<file path="src/rtl/fa_pkg.sv">
package fa_pkg;
  localparam int CRC_W     = 32;
  localparam int BYTE_W    = 8;
  localparam int FCS_BYTES = CRC_W / BYTE_W;

  localparam logic [CRC_W-1:0]  CRC_POLY_REFL = 32'hEDB88320;
  localparam logic [CRC_W-1:0]  CRC_PRESET    = '1;
  localparam logic [BYTE_W-1:0] SFD_PATTERN   = 8'b10101011;

  typedef enum logic {HUNT = 1'b0, PASS = 1'b1} hunt_state_e;

  typedef logic [FCS_BYTES-1:0][BYTE_W-1:0] fcs_line_t;

  // Advance the reflected CRC by one aligned byte; bit 7 was received first.
  function automatic logic [CRC_W-1:0] crc_byte(input logic [CRC_W-1:0] c,
                                                input logic [BYTE_W-1:0] d);
    logic [CRC_W-1:0] r;
    logic             fb;
    r = c;
    for (int b = BYTE_W - 1; b >= 0; b--) begin
      fb = r[0] ^ d[b];
      r  = r >> 1;
      if (fb) r = r ^ CRC_POLY_REFL;
    end
    return r;
  endfunction

  // Gather the held bytes into a word whose bit j is the j-th received bit.
  function automatic logic [CRC_W-1:0] fcs_word(input fcs_line_t v);
    logic [CRC_W-1:0] w;
    for (int j = 0; j < CRC_W; j++)
      w[j] = v[FCS_BYTES - 1 - j / BYTE_W][BYTE_W - 1 - j % BYTE_W];
    return w;
  endfunction
endpackage

</file>
<file path="src/rtl/fa_sfd_hunter.sv">
module fa_sfd_hunter
  import fa_pkg::*;
#(
  parameter int               PAT_W   = 8,
  parameter logic [PAT_W-1:0] PATTERN = SFD_PATTERN
) (
  input  logic clk,
  input  logic rst,
  input  logic bit_valid,
  input  logic bit_in,
  input  logic frame_end,
  output logic data_valid,
  output logic data_bit,
  output logic locked
);
  hunt_state_e      state;
  logic [PAT_W-1:0] window;
  logic [PAT_W-1:0] window_n;

  assign window_n   = {window[PAT_W-2:0], bit_in};
  assign locked     = (state == PASS);
  assign data_valid = bit_valid && locked;
  assign data_bit   = bit_in;

  always_ff @(posedge clk) begin
    if (rst || frame_end) begin
      state  <= HUNT;
      window <= '0;
    end else if (bit_valid && state == HUNT) begin
      window <= window_n;
      if (window_n == PATTERN) state <= PASS;
    end
  end
endmodule

</file>
<file path="src/rtl/fa_bit_packer.sv">
module fa_bit_packer
  import fa_pkg::*;
#(
  parameter int LEN_W = 12
) (
  input  logic              clk,
  input  logic              rst,
  input  logic              in_valid,
  input  logic              in_bit,
  input  logic              flush,
  output logic              byte_valid,
  output logic [BYTE_W-1:0] byte_data,
  output logic [LEN_W-1:0]  byte_index,
  output logic              end_pulse,
  output logic [LEN_W-1:0]  end_len,
  output logic              end_partial
);
  localparam int FILL_W = $clog2(BYTE_W);

  logic [BYTE_W-1:0] shreg;
  logic [FILL_W-1:0] fill;
  logic [FILL_W-1:0] fill_n;
  logic [LEN_W-1:0]  nbytes;
  logic [LEN_W-1:0]  nbytes_n;
  logic              emit;

  assign emit     = in_valid && (fill == FILL_W'(BYTE_W - 1));
  assign fill_n   = in_valid ? (emit ? '0 : fill + 1'b1) : fill;
  assign nbytes_n = emit ? nbytes + 1'b1 : nbytes;

  always_ff @(posedge clk) begin
    if (rst) begin
      shreg       <= '0;
      fill        <= '0;
      nbytes      <= '0;
      byte_valid  <= 1'b0;
      byte_data   <= '0;
      byte_index  <= '0;
      end_pulse   <= 1'b0;
      end_len     <= '0;
      end_partial <= 1'b0;
    end else begin
      byte_valid <= emit;
      end_pulse  <= flush;
      if (in_valid) shreg <= {shreg[BYTE_W-2:0], in_bit};
      if (emit) begin
        byte_data  <= {shreg[BYTE_W-2:0], in_bit};
        byte_index <= nbytes;
      end
      if (flush) begin
        fill        <= '0;
        nbytes      <= '0;
        end_len     <= nbytes_n;
        end_partial <= (fill_n != '0);
      end else begin
        fill   <= fill_n;
        nbytes <= nbytes_n;
      end
    end
  end
endmodule

</file>
<file path="src/rtl/fa_fcs_check.sv">
module fa_fcs_check
  import fa_pkg::*;
#(
  parameter int LEN_W = 12
) (
  input  logic              clk,
  input  logic              rst,
  input  logic              in_valid,
  input  logic [BYTE_W-1:0] in_data,
  input  logic              end_pulse,
  input  logic [LEN_W-1:0]  end_len,
  input  logic              end_partial,
  input  logic              end_locked,
  output logic              done,
  output logic              frame_good,
  output logic [LEN_W-1:0]  frame_len,
  output logic              bits_dropped
);
  localparam int HELD_W = $clog2(FCS_BYTES + 1);

  fcs_line_t        line_q, line_n;
  logic [HELD_W-1:0] held_q, held_n;
  logic [CRC_W-1:0]  crc_q, crc_n;
  logic              full_n;
  logic              match_n;

  always_comb begin
    line_n = line_q;
    held_n = held_q;
    crc_n  = crc_q;
    if (in_valid) begin
      if (held_q == HELD_W'(FCS_BYTES)) crc_n = crc_byte(crc_q, line_q[FCS_BYTES-1]);
      line_n = {line_q[FCS_BYTES-2:0], in_data};
      if (held_q != HELD_W'(FCS_BYTES)) held_n = held_q + 1'b1;
    end
  end

  assign full_n  = (held_n == HELD_W'(FCS_BYTES));
  assign match_n = (fcs_word(line_n) == ~crc_n);

  always_ff @(posedge clk) begin
    if (rst) begin
      line_q       <= '0;
      held_q       <= '0;
      crc_q        <= CRC_PRESET;
      done         <= 1'b0;
      frame_good   <= 1'b0;
      frame_len    <= '0;
      bits_dropped <= 1'b0;
    end else if (end_pulse) begin
      done         <= 1'b1;
      frame_good   <= end_locked && full_n && match_n;
      frame_len    <= end_len;
      bits_dropped <= end_partial;
      line_q       <= '0;
      held_q       <= '0;
      crc_q        <= CRC_PRESET;
    end else begin
      done   <= 1'b0;
      line_q <= line_n;
      held_q <= held_n;
      crc_q  <= crc_n;
    end
  end
endmodule

</file>
<file path="src/rtl/frame_align_fcs.sv">
module frame_align_fcs
  import fa_pkg::*;
#(
  parameter int LEN_W = 12
) (
  input  logic             clk,
  input  logic             rst,
  input  logic             bit_valid,
  input  logic             bit_in,
  input  logic             frame_end,
  output logic             byte_valid,
  output logic [7:0]       byte_data,
  output logic [LEN_W-1:0] byte_index,
  output logic             done,
  output logic             frame_good,
  output logic [LEN_W-1:0] frame_len,
  output logic             bits_dropped
);
  logic             data_valid;
  logic             data_bit;
  logic             locked;
  logic             locked_at_end;
  logic             end_pulse;
  logic [LEN_W-1:0] end_len;
  logic             end_partial;

  fa_sfd_hunter #(.PAT_W(BYTE_W), .PATTERN(SFD_PATTERN)) u_hunt (
    .clk        (clk),
    .rst        (rst),
    .bit_valid  (bit_valid),
    .bit_in     (bit_in),
    .frame_end  (frame_end),
    .data_valid (data_valid),
    .data_bit   (data_bit),
    .locked     (locked)
  );

  always_ff @(posedge clk) begin
    if (rst)            locked_at_end <= 1'b0;
    else if (frame_end) locked_at_end <= locked;
  end

  fa_bit_packer #(.LEN_W(LEN_W)) u_pack (
    .clk         (clk),
    .rst         (rst),
    .in_valid    (data_valid),
    .in_bit      (data_bit),
    .flush       (frame_end),
    .byte_valid  (byte_valid),
    .byte_data   (byte_data),
    .byte_index  (byte_index),
    .end_pulse   (end_pulse),
    .end_len     (end_len),
    .end_partial (end_partial)
  );

  fa_fcs_check #(.LEN_W(LEN_W)) u_fcs (
    .clk          (clk),
    .rst          (rst),
    .in_valid     (byte_valid),
    .in_data      (byte_data),
    .end_pulse    (end_pulse),
    .end_len      (end_len),
    .end_partial  (end_partial),
    .end_locked   (locked_at_end),
    .done         (done),
    .frame_good   (frame_good),
    .frame_len    (frame_len),
    .bits_dropped (bits_dropped)
  );
endmodule

</file>
<file path="config.mk">
export PLATFORM = sky130hd
export DESIGN_NAME = frame_align_fcs
export DESIGN_NICKNAME = d
export VERILOG_FILES = /design/src/rtl/fa_pkg.sv /design/src/rtl/fa_sfd_hunter.sv /design/src/rtl/fa_bit_packer.sv /design/src/rtl/fa_fcs_check.sv /design/src/rtl/frame_align_fcs.sv
export SDC_FILE = /design/constraint.sdc
export NUM_CORES = 1
export LEC_CHECK = 0
export BUFFER_PORTS_ARGS = -buffer_cell sky130_fd_sc_hd__buf_2
export CAP_MARGIN = 25
export CELL_PAD_IN_SITES_DETAIL_PLACEMENT = 1
export CELL_PAD_IN_SITES_GLOBAL_PLACEMENT = 2
export CORE_AREA = 2 2 191 175
export DETAILED_ROUTE_END_ITERATION = 6
export DIE_AREA = 0 0 193 177
export PLACE_DENSITY = 0.5
export SKIP_CTS_REPAIR_TIMING = 1
export SYNTH_ARGS = -nofsm -noshare
export SYNTH_HDL_FRONTEND = slang
export SYNTH_HIERARCHICAL = 1
export SYNTH_SLANG_ARGS = --single-unit
</file>
<file path="constraint.sdc">
create_clock -name clk -period 2.35 [get_ports clk]
set_input_delay 0.235 -clock clk [delete_from_list [all_inputs] [get_ports clk]]
set_output_delay 0.235 -clock clk [all_outputs]
set_load 0.1 [all_outputs]
</file>
==> metrics.cfg, run 1 <==
[setup_path]
cp_slowest_cell=xor3_2
worstSetupPathType=reg2reg
crit_chain=xor3_2, xnor3_1, buf_4, nand3_1, o211ai_1, or4_4, nor4_4, nand4_1, o21ai_1
worstPathRequired_ns=2.72
path_max_fanout=3
cpPeakStageDelay_ns=0.54
crit_family=simple AND/OR/NAND/NOR gates
crit_buf_inv=1
crit_arrival_ns=2.92
critPathLaunchType=flop
endpoint_kind=flop

[synth]
syn_nets=798
synth_area_sq_um=7630
synth_top_family_by_area=XOR/XNOR gates
yosys_register_bits=148
synth_cell_types=72
synthTopCellsByArea=dfxtp_1 (39%), mux2i_1 (8.8%), xnor2_1 (5.2%)
synthArstFlopShare=0
synth_top_area_cell=dfxtp_1
synth-simple-area-share=0.158
synth_edf_count=0
synth.mux.area_fraction=0.0924
synth_top_area_frac=0.389
yosys_warnings=6
synth_compound_area_frac=0.109
synth-xor-area-share=0.207
syn_area_per_cell_sq_um=9.68
synthCells=788
synth_ff_type=dfxtp_1
synthAdderAreaFrac=0.00820
ys_seq_area_frac=0.389

[clocking]
numCtsBuffers=17
cts.clk_slew.worst_paths_ns=0.07
clock_sinks=148
clockRootBuffer=clkbuf_16
clk_path_buf_depth=2
htree_levels=4
tritoncts=yes
clock_latency_ns=0.43

[finish]
syn2layout_area_growth_pct=35.2
fin_nets=966
insertedDiodeCount=0
drive_above_1_share=0.300
design_area_sq_um=10300

[place]
io_buffers=40
placed_cell_area_sq_um=9410
hpwl_mm=20.3
gp_congestion=0.839

[job]
maxCapViolations=0

[floorplan]
die_x_microns=193
dieArea_sq_um=34200
core_area_sq_um=32300
fp.dieH_microns=177
rows=63
start_util=0.236
num_io_pins=41

[detailed_routing]
wl_per_cell_microns=19.0
drc_errors=0
dr.pass1.iters=4
dr.first_iter.drc_count=276
routed_wirelength_mm=26.5
routed-via-count=6284
ant_nets=0
vias_per_cell=4.52

[power_and_ir_drop]
power.total_mw=5.79
p_leak_nw=4.15
irDropWorstVdd_uv=455
powerDensity_nw_per_um2=562

[timing]
slew_headroom=0.543
grt_setup_unrepaired=yes
period_needed_ns=2.56
worstMarginPinSlew_ns=0.685
hold_violations=0
fmax_mhz=391
fin_skew_ns=0.0130
maxSlewViolCount=0
setup_viol=1
fin_crit_sh=1.09
worst_slack_ns=-0.206

[worst_hold_path]
hold_path_class=in2reg

[grt]
track_usage=0.163
grt_max_degree=64
antenna_found_initial=0
grt_pass1_vias=6753
grt-ovfl-total=0
grt_pass1_wl_mm=41.3

[run_status]
violations=setup timing
status=finished, violations left

## power breakdown
part	switching [mW]	internal (mW)	leakage [nW]	total (mW)
sequential	0.00957	2.52	1.20	2.53
clock	1.22	1.89	0.320	3.11
combinational	0.119	0.0352	2.63	0.154
## sequential cells by signal, indices dropped and copies added (netlist names), 3 cells and up
name / count
u_fcs/crc_q: 32
u_fcs/frame_len: 12
u_fcs/held_q: 3
u_fcs/line_q: 32
u_hunt/window: 7
u_pack/byte_data: 8
u_pack/byte_index: 12
u_pack/end_len: 12
u_pack/fill: 3
u_pack/nbytes: 12
u_pack/shreg: 7
## cells by family (layout without fill, tap and decap cells)
group,count (synthesis),after routing
XOR/XNOR,118,118
adder cells (fa/ha/maj),5,5
buffers and inverters,58,239
AND/OR/NAND/NOR,265,265
flip-flops,148,148
multiplexers,70,70
AO/OA/AOI/OAI,124,124
## worst reg2reg max path: cells and delay by family, from the launching register on
kind | cells | cell delay, ns
AOI/OAI and AO/OA | 2 | 0.26
xor gates and xnor gates | 2 | 0.77
buffers and inverters | 1 | 0.15
DFF | 1 | 0.45
and+or+nand+nor | 4 | 0.85
## worst paths after layout
check                           depth (start not counted)                    startpoint                          endpoint  slack [ns]
worst min-delay path                                    3                        bit_in  u_pack/byte_data[0]$_SDFFE_PP0N_        0.08
worst min register to register                          2  u_pack/shreg[6]$_SDFFE_PP0P_  u_pack/byte_data[7]$_SDFFE_PP0N_        0.45
worst max register to register                          9   u_fcs/line_q[25]$_SDFF_PP0_     u_fcs/frame_good$_SDFFE_PP0P_       -0.21
worst max-delay path                                    9   u_fcs/line_q[25]$_SDFF_PP0_     u_fcs/frame_good$_SDFFE_PP0P_       -0.21
## synth_stat cells, types with 14 or more instances
library cell,instances
clkbuf_1,30
a21oi_1,43
mux2i_1,67
o211ai_1,25
o21ai_0,14
dfxtp_1,148
xnor2_1,45
xnor3_1,17
nand2_1,101
nor2_1,87
nand3_1,17
xor2_1,31
## layer usage
| layer | GRT usage | vias up | part of all wire |
|---|---|---|---|
| met2 | 0.249 | 59 | 0.44 |
| li1 | - | 3084 | - |
| met4 | 0.0369 | 0 | 0.0096 |
| met1 | 0.238 | 3126 | 0.52 |
| met3 | 0.0252 | 15 | 0.027 |
| met5 | 0 | - | 0 |
## placed cells by master, fill, tap and decap left out, types with 6 or more instances in the layout
cell,n
nor2_1,86
buf_4,147
nand2_1,101
xnor3_1,17
a311oi_1,7
clkbuf_16,17
dfxtp_1,141
a21oi_1,43
xnor2_1,41
xnor2_2,9
o211ai_1,25
nand2b_1,7
or4_1,6
o21ai_0,12
buf_12,8
nand4_1,7
mux2i_2,7
buf_2,40
xnor2_4,11
xor2_1,29
inv_1,9
mux2i_1,57
nand3_1,16
## per-stage QoR
stage | util | hold WS, ns | std cells | setup WS, ns | setup TNS [ns]
2_1_floorplan | - | 0.307 | 788 | -0.0727 | -0.0727
3_3_place_gp | 0.291 | 0.441 | 1356 | -0.388 | -0.388
3_5_place_dp | 0.291 | 0.447 | 1356 | -0.470 | -0.470
4_1_cts | 0.312 | 0.0659 | 1388 | -0.523 | -0.523
5_1_grt | 0.319 | 0.0756 | 1391 | -0.316 | -0.376
6_report | 0.319 | 0.0848 | 1391 | -0.206 | -0.206
## cell type report
class / instances / area [sq um]
fill: 3700 / 22000
multi-input combinational: 582 / 4610
sequential: 148 / 2980
timing repair buffer: 198 / 1500
tap: 422 / 528
clock buffer: 20 / 467
clock inverter: 12 / 191
inverter: 9 / 33.8
Note: power is estimated with default switching activity, not from simulation.
==> run 2: changes to the inputs <==
Settings changed: CORE_AREA 2 2 191 175 to 2 2 157 144, DIE_AREA 0 0 193 177 to 0 0 159 146, PLACE_DENSITY 0.5 to 0.71, SETUP_SLACK_MARGIN set to 0.15.
==> metrics.cfg, run 2 (synthesis results as in run 1) <==
[run_status]
status=finished, violations left  ; unchanged
violations=setup timing  ; unchanged

[finish]
drive_above_1_share=0.298  ; was 0.300
multi_input_area_sq_um=4590  ; was 4610 sq um
n_fill_cell=2417  ; was 3700
regArea_sq_um=2990  ; was 2980 sq um
design_area_sq_um=9970  ; was 10300 sq um
utilization=0.465  ; was 0.319
fin_nets=947  ; was 966
top_regs=u_fcs/crc_q (32), u_fcs/line_q (32)  ; unchanged
final_cell_mix=dfxtp_1 (131), buf_4 (128), nand2_1 (101)  ; was buf_4 (147), dfxtp_1 (141), nand2_1 (101)
syn2layout_area_growth_pct=30.8  ; was 35.2%
insertedDiodeCount=0  ; unchanged
layout_commonest_cell=dfxtp_1  ; was buf_4

[power_and_ir_drop]
p_leak_nw=4.04  ; was 4.15 nW
p_sw_mw=1.36  ; was 1.35 mW
seqPwrFrac=0.448  ; was 0.436
power.total_mw=5.64  ; was 5.79 mW
p_int_mw=4.28  ; was 4.44 mW
irDropWorstVdd_uv=484  ; was 455 uV
p_clk_frac=0.526  ; was 0.537
switching_share=0.241  ; was 0.233
share_comb_of_total_power=0.026  ; was 0.027
powerDensity_nw_per_um2=565  ; was 562 nW/um^2

[setup_path]
path_max_fanout=4  ; was 3
endpoint_kind=flop  ; unchanged
worstPathRequired_ns=2.71  ; was 2.72 ns
rrSetupSlack_ns=-0.27  ; was -0.21 ns
critPathLaunchType=flop  ; unchanged
worstSetupPathType=reg2reg  ; unchanged
crit_arrival_ns=2.98  ; was 2.92 ns

[detailed_routing]
dr.first_iter.drc_count=324  ; was 276
routed_wirelength_mm=23.8  ; was 26.5 mm
dr.pass1.iters=4  ; unchanged
ant_nets=0  ; unchanged
drc_errors=0  ; unchanged
routed-via-count=6209  ; was 6284
vias_per_cell=5.00  ; was 4.52
wl_per_cell_microns=19.2  ; was 19.0 microns

[clocking]
clock_latency_ns=0.43  ; about the same
clock_sinks=148  ; unchanged
numCtsBuffers=17  ; unchanged
cts.clk_slew.worst_paths_ns=0.07  ; about the same
htree_levels=4  ; unchanged
clockRootBuffer=clkbuf_16  ; unchanged
clk_path_buf_depth=2  ; unchanged
tritoncts=yes  ; unchanged

[grt]
grt_max_degree=64  ; unchanged
antenna_found_initial=0  ; unchanged
grt_pass1_wl_mm=37.0  ; was 41.3 mm
grt_pass1_vias=6559  ; was 6753
grt-ovfl-total=0  ; unchanged
track_usage=0.204  ; was 0.163

[timing]
worstMarginPinSlew_ns=0.787  ; was 0.685 ns
fin_skew_ns=0.0133  ; was 0.0130 ns
slew_headroom=0.474  ; was 0.543
setup_viol=1  ; unchanged
fmax_mhz=382  ; was 391 MHz
period_needed_ns=2.62  ; was 2.56 ns
fin_crit_sh=1.12  ; was 1.09
grt_setup_unrepaired=yes  ; unchanged
worst_slack_ns=-0.271  ; was -0.206 ns
maxSlewViolCount=0  ; unchanged
hold_violations=0  ; unchanged
final.setup.tns_ns=-0.271  ; was -0.206 ns

[floorplan]
num_io_pins=41  ; unchanged
fp.dieH_microns=146  ; was 177 microns
rows=51  ; was 63
start_util=0.356  ; was 0.236
core_area_sq_um=21400  ; was 32300 sq um
dieArea_sq_um=23200  ; was 34200 sq um
die_x_microns=159  ; was 193 microns

[place]
hpwl_mm=18.0  ; was 20.3 mm
gp_congestion=0.874  ; was 0.839
placed_cell_area_sq_um=9020  ; was 9410 sq um
io_buffers=40  ; unchanged

[job]
maxCapViolations=0  ; unchanged

[worst_hold_path]
hold_path_class=in2reg  ; unchanged

==> run 2: metal layers <==
metal,vias up,routed length [microns],track usage
li1,3031,-,-
met5,-,0,0
met3,17,899,0.0368
met1,3066,11700,0.291
met2,95,10900,0.320
met4,0,247,0.0509
==> run 2: path summary, 6_finish.rpt <==
kind	from	endpoint	cells after the start
hold / removal	bit_in	u_pack/byte_data[0]$_SDFFE_PP0N_	3
setup reg to reg	u_fcs/crc_q[3]$_SDFF_PP1_	u_fcs/frame_good$_SDFFE_PP0P_	10
setup / recovery	u_fcs/crc_q[3]$_SDFF_PP1_	u_fcs/frame_good$_SDFFE_PP0P_	10
hold reg to reg	u_pack/byte_index[10]$_SDFFE_PP0N_	u_pack/byte_index[10]$_SDFFE_PP0N_	2
==> run 2: per-stage QoR <==
stage	instances	hold slack [ns]	setup WS [ns]
5_1_grt	1241	0.0840	-0.371
6_report	1241	0.0817	-0.271
2_1_floorplan	788	0.307	-0.0727
4_1_cts	1226	0.0698	-0.552
3_3_place_gp	1194	0.443	-0.319
3_5_place_dp	1194	0.447	-0.515
==> run 2: worst max-delay path: stages (launching register included) <==
cell and delay, ns:
dfxtp_4 0.37, xnor2_4 0.15, buf_12 0.13, buf_4 0.14, xnor3_1 0.38, a32oi_2 0.20
o211ai_1 0.15, or4_4 0.45, nor4_4 0.29, nand4_1 0.13, o21ai_1 0.15
==> run 2: cell type report <==
cell class,instances,area share
Clock buffer,17,0.0427
Clock inverter,15,0.0213
Inverter,9,0.00339
Multi-Input combinational cell,582,0.461
Sequential cell,148,0.300
Tap cell,291,0.0365
Timing Repair Buffer,179,0.136
==> run 2: power by group through the flow <==
stage                     sequential [mW]  combinational [mW]  clock (mW)
final                                2.53               0.148        2.96
after global routing                 2.53               0.159        3.16
after CTS                            2.53               0.149        3.05
after detailed placement             2.58               0.149           0
after global placement               2.58               0.146           0
after floorplan                      2.61              0.0829           0
==> run 3: changes to the inputs <==
==> constraint.sdc (replaced) <==
create_clock -name clk -period 2.35 [get_ports clk]
set_input_delay 0.235 -clock clk [delete_from_list [all_inputs] [get_ports clk]]
set_output_delay 0.235 -clock clk [all_outputs]
set_load 0.02 [all_outputs]
==> metrics.cfg, run 3 (synthesis results as in run 1) <==
[place]
io_buffers=40  ; unchanged
gp_congestion=0.932  ; was 0.874
hpwl_mm=17.8  ; was 18.0 mm
dp_slack_ns=-0.488  ; was -0.515 ns

[detailed_routing]
dr.pass1.iters=4  ; unchanged
drc_errors=0  ; unchanged
wl_per_cell_microns=19.6  ; was 19.2 microns
vias_per_cell=5.12  ; was 5.00
dr.first_iter.drc_count=331  ; was 324
ant_nets=0  ; unchanged
routed-via-count=6274  ; was 6209
routed_wirelength_mm=24.0  ; was 23.8 mm

[job]
maxCapViolations=0  ; unchanged

[timing]
setup_viol=1  ; unchanged
period_needed_ns=2.69  ; was 2.62 ns
worst_slack_ns=-0.336  ; was -0.271 ns
holdWs_ns=0.155  ; was 0.0817 ns
hold_violations=0  ; unchanged
final.setup.tns_ns=-0.336  ; was -0.271 ns
slew_headroom=0.516  ; was 0.474
grt_setup_unrepaired=yes  ; unchanged
fin_crit_sh=1.14  ; was 1.12
maxSlewViolCount=0  ; unchanged
fmax_mhz=372  ; was 382 MHz
worstMarginPinSlew_ns=0.724  ; was 0.787 ns
fin_skew_ns=0.0184  ; was 0.0133 ns

[clocking]
clockRootBuffer=clkbuf_16  ; unchanged
clock_sinks=148  ; unchanged
cts.clk_slew.worst_paths_ns=0.07  ; about the same
clock_latency_ns=0.43  ; about the same
clk_path_buf_depth=2  ; unchanged
htree_levels=4  ; unchanged
tritoncts=yes  ; unchanged
numCtsBuffers=17  ; unchanged

[finish]
fin_nets=933  ; was 947
top_regs=u_fcs/crc_q (32), u_fcs/line_q (32)  ; unchanged
final_cell_mix=dfxtp_1 (139), buf_4 (119), nand2_1 (101)  ; was dfxtp_1 (131), buf_4 (128), nand2_1 (101)
syn2layout_area_growth_pct=27.2  ; was 30.8%
drive_above_1_share=0.267  ; was 0.298
insertedDiodeCount=0  ; unchanged
layout_commonest_cell=dfxtp_1  ; unchanged

[grt]
track_usage=0.206  ; was 0.204
grt_pass1_vias=6436  ; was 6559
grt_max_degree=64  ; unchanged
antenna_found_initial=0  ; unchanged
grt_pass1_wl_mm=37.1  ; was 37.0 mm
grt-ovfl-total=0  ; unchanged

[floorplan]
dieArea_sq_um=23200  ; unchanged
fp.dieH_microns=146  ; unchanged
rows=51  ; unchanged
start_util=0.356  ; unchanged
num_io_pins=41  ; unchanged
core_area_sq_um=21400  ; unchanged
die_x_microns=159  ; unchanged

[power_and_ir_drop]
irDropWorstVdd_uv=417  ; was 484 uV
seqPwrFrac=0.471  ; was 0.448
powerDensity_nw_per_um2=553  ; was 565 nW/um^2
p_leak_nw=3.93  ; was 4.04 nW
switching_share=0.226  ; was 0.241
share_comb_of_total_power=0.024  ; was 0.026
p_int_mw=4.15  ; was 4.28 mW
p_clk_frac=0.505  ; was 0.526
p_sw_mw=1.21  ; was 1.36 mW

[setup_path]
critPathLaunchType=flop  ; unchanged
rrSetupSlack_ns=-0.34  ; was -0.27 ns
worstSetupPathType=reg2reg  ; unchanged
crit_arrival_ns=3.04  ; was 2.98 ns
endpoint_kind=flop  ; unchanged
worstPathRequired_ns=2.71  ; about the same
path_max_fanout=6  ; was 4

[run_status]
status=finished, violations left  ; unchanged
violations=setup timing  ; unchanged

[worst_hold_path]
hold_path_class=in2reg  ; unchanged

## run 3: cell types whose count changed in the layout (fill, tap and decap cells not counted), sizes merged
cell and change:
clkbuf +4, bufinv -1, clkinv +3, inv -6
buf -14, clkinvlp -1
## run 3: final cells by class
class	instances	area (sq um)
Clock buffer	21	450
Clock inverter	10	125
Fill cell	2475	11700
Inverter	9	33.8
Multi-Input combinational cell	582	4540
Sequential cell	148	2980
Tap cell	291	364
Timing Repair Buffer	165	1210
## run 3: layer usage
metal	up-vias	track usage	wire length, microns	part of all wire
li1	3003	-	-	-
met1	3133	0.295	11700	0.49
met2	123	0.316	11000	0.46
met3	15	0.0439	1120	0.047
met4	0	0.0486	213	0.0089
met5	-	0	0	0
## run 3: power by group through the flow
stage	clock network, mW	logic, mW	registers (mW)
final	2.71	0.127	2.53
after global routing	2.90	0.138	2.53
after CTS	2.78	0.128	2.53
after detailed placement	0	0.128	2.58
after global placement	0	0.125	2.58
after floorplan	0	0.0828	2.59
## run 3: worst paths after layout
| check | start | end | cells after the start |
|---|---|---|---|
| hold / removal | bit_valid | u_hunt/locked$_SDFFE_PP0P_ | 3 |
| hold reg to reg | u_pack/byte_index[3]$_SDFFE_PP0N_ | u_pack/byte_index[3]$_SDFFE_PP0N_ | 2 |
| setup / recovery | u_fcs/crc_q[1]$_SDFF_PP1_ | u_fcs/frame_good$_SDFFE_PP0P_ | 8 |
| setup reg to reg | u_fcs/crc_q[1]$_SDFF_PP1_ | u_fcs/frame_good$_SDFFE_PP0P_ | 8 |
## run 3: worst max-delay path: stages (launching register included)
cell and delay (ns):
dfxtp_1 0.36, xnor2_4 0.45, xnor3_1 0.54, nand3_1 0.14
o211ai_1 0.11, or4_1 0.44, nor4_2 0.26, nand4_1 0.17
o21ai_1 0.15
## run 3: through the flow
step | std cells | total power, mW | cell area (sq um) | util
after floorplan | 788 | 2.67 | 7740 | -
after global placement | 1190 | 2.71 | 9000 | 0.420
after detailed placement | 1190 | 2.71 | 9000 | 0.420
after CTS | 1221 | 5.44 | 9570 | 0.447
after global routing | 1226 | 5.57 | 9700 | 0.453
final | 1226 | 5.37 | 9700 | 0.453
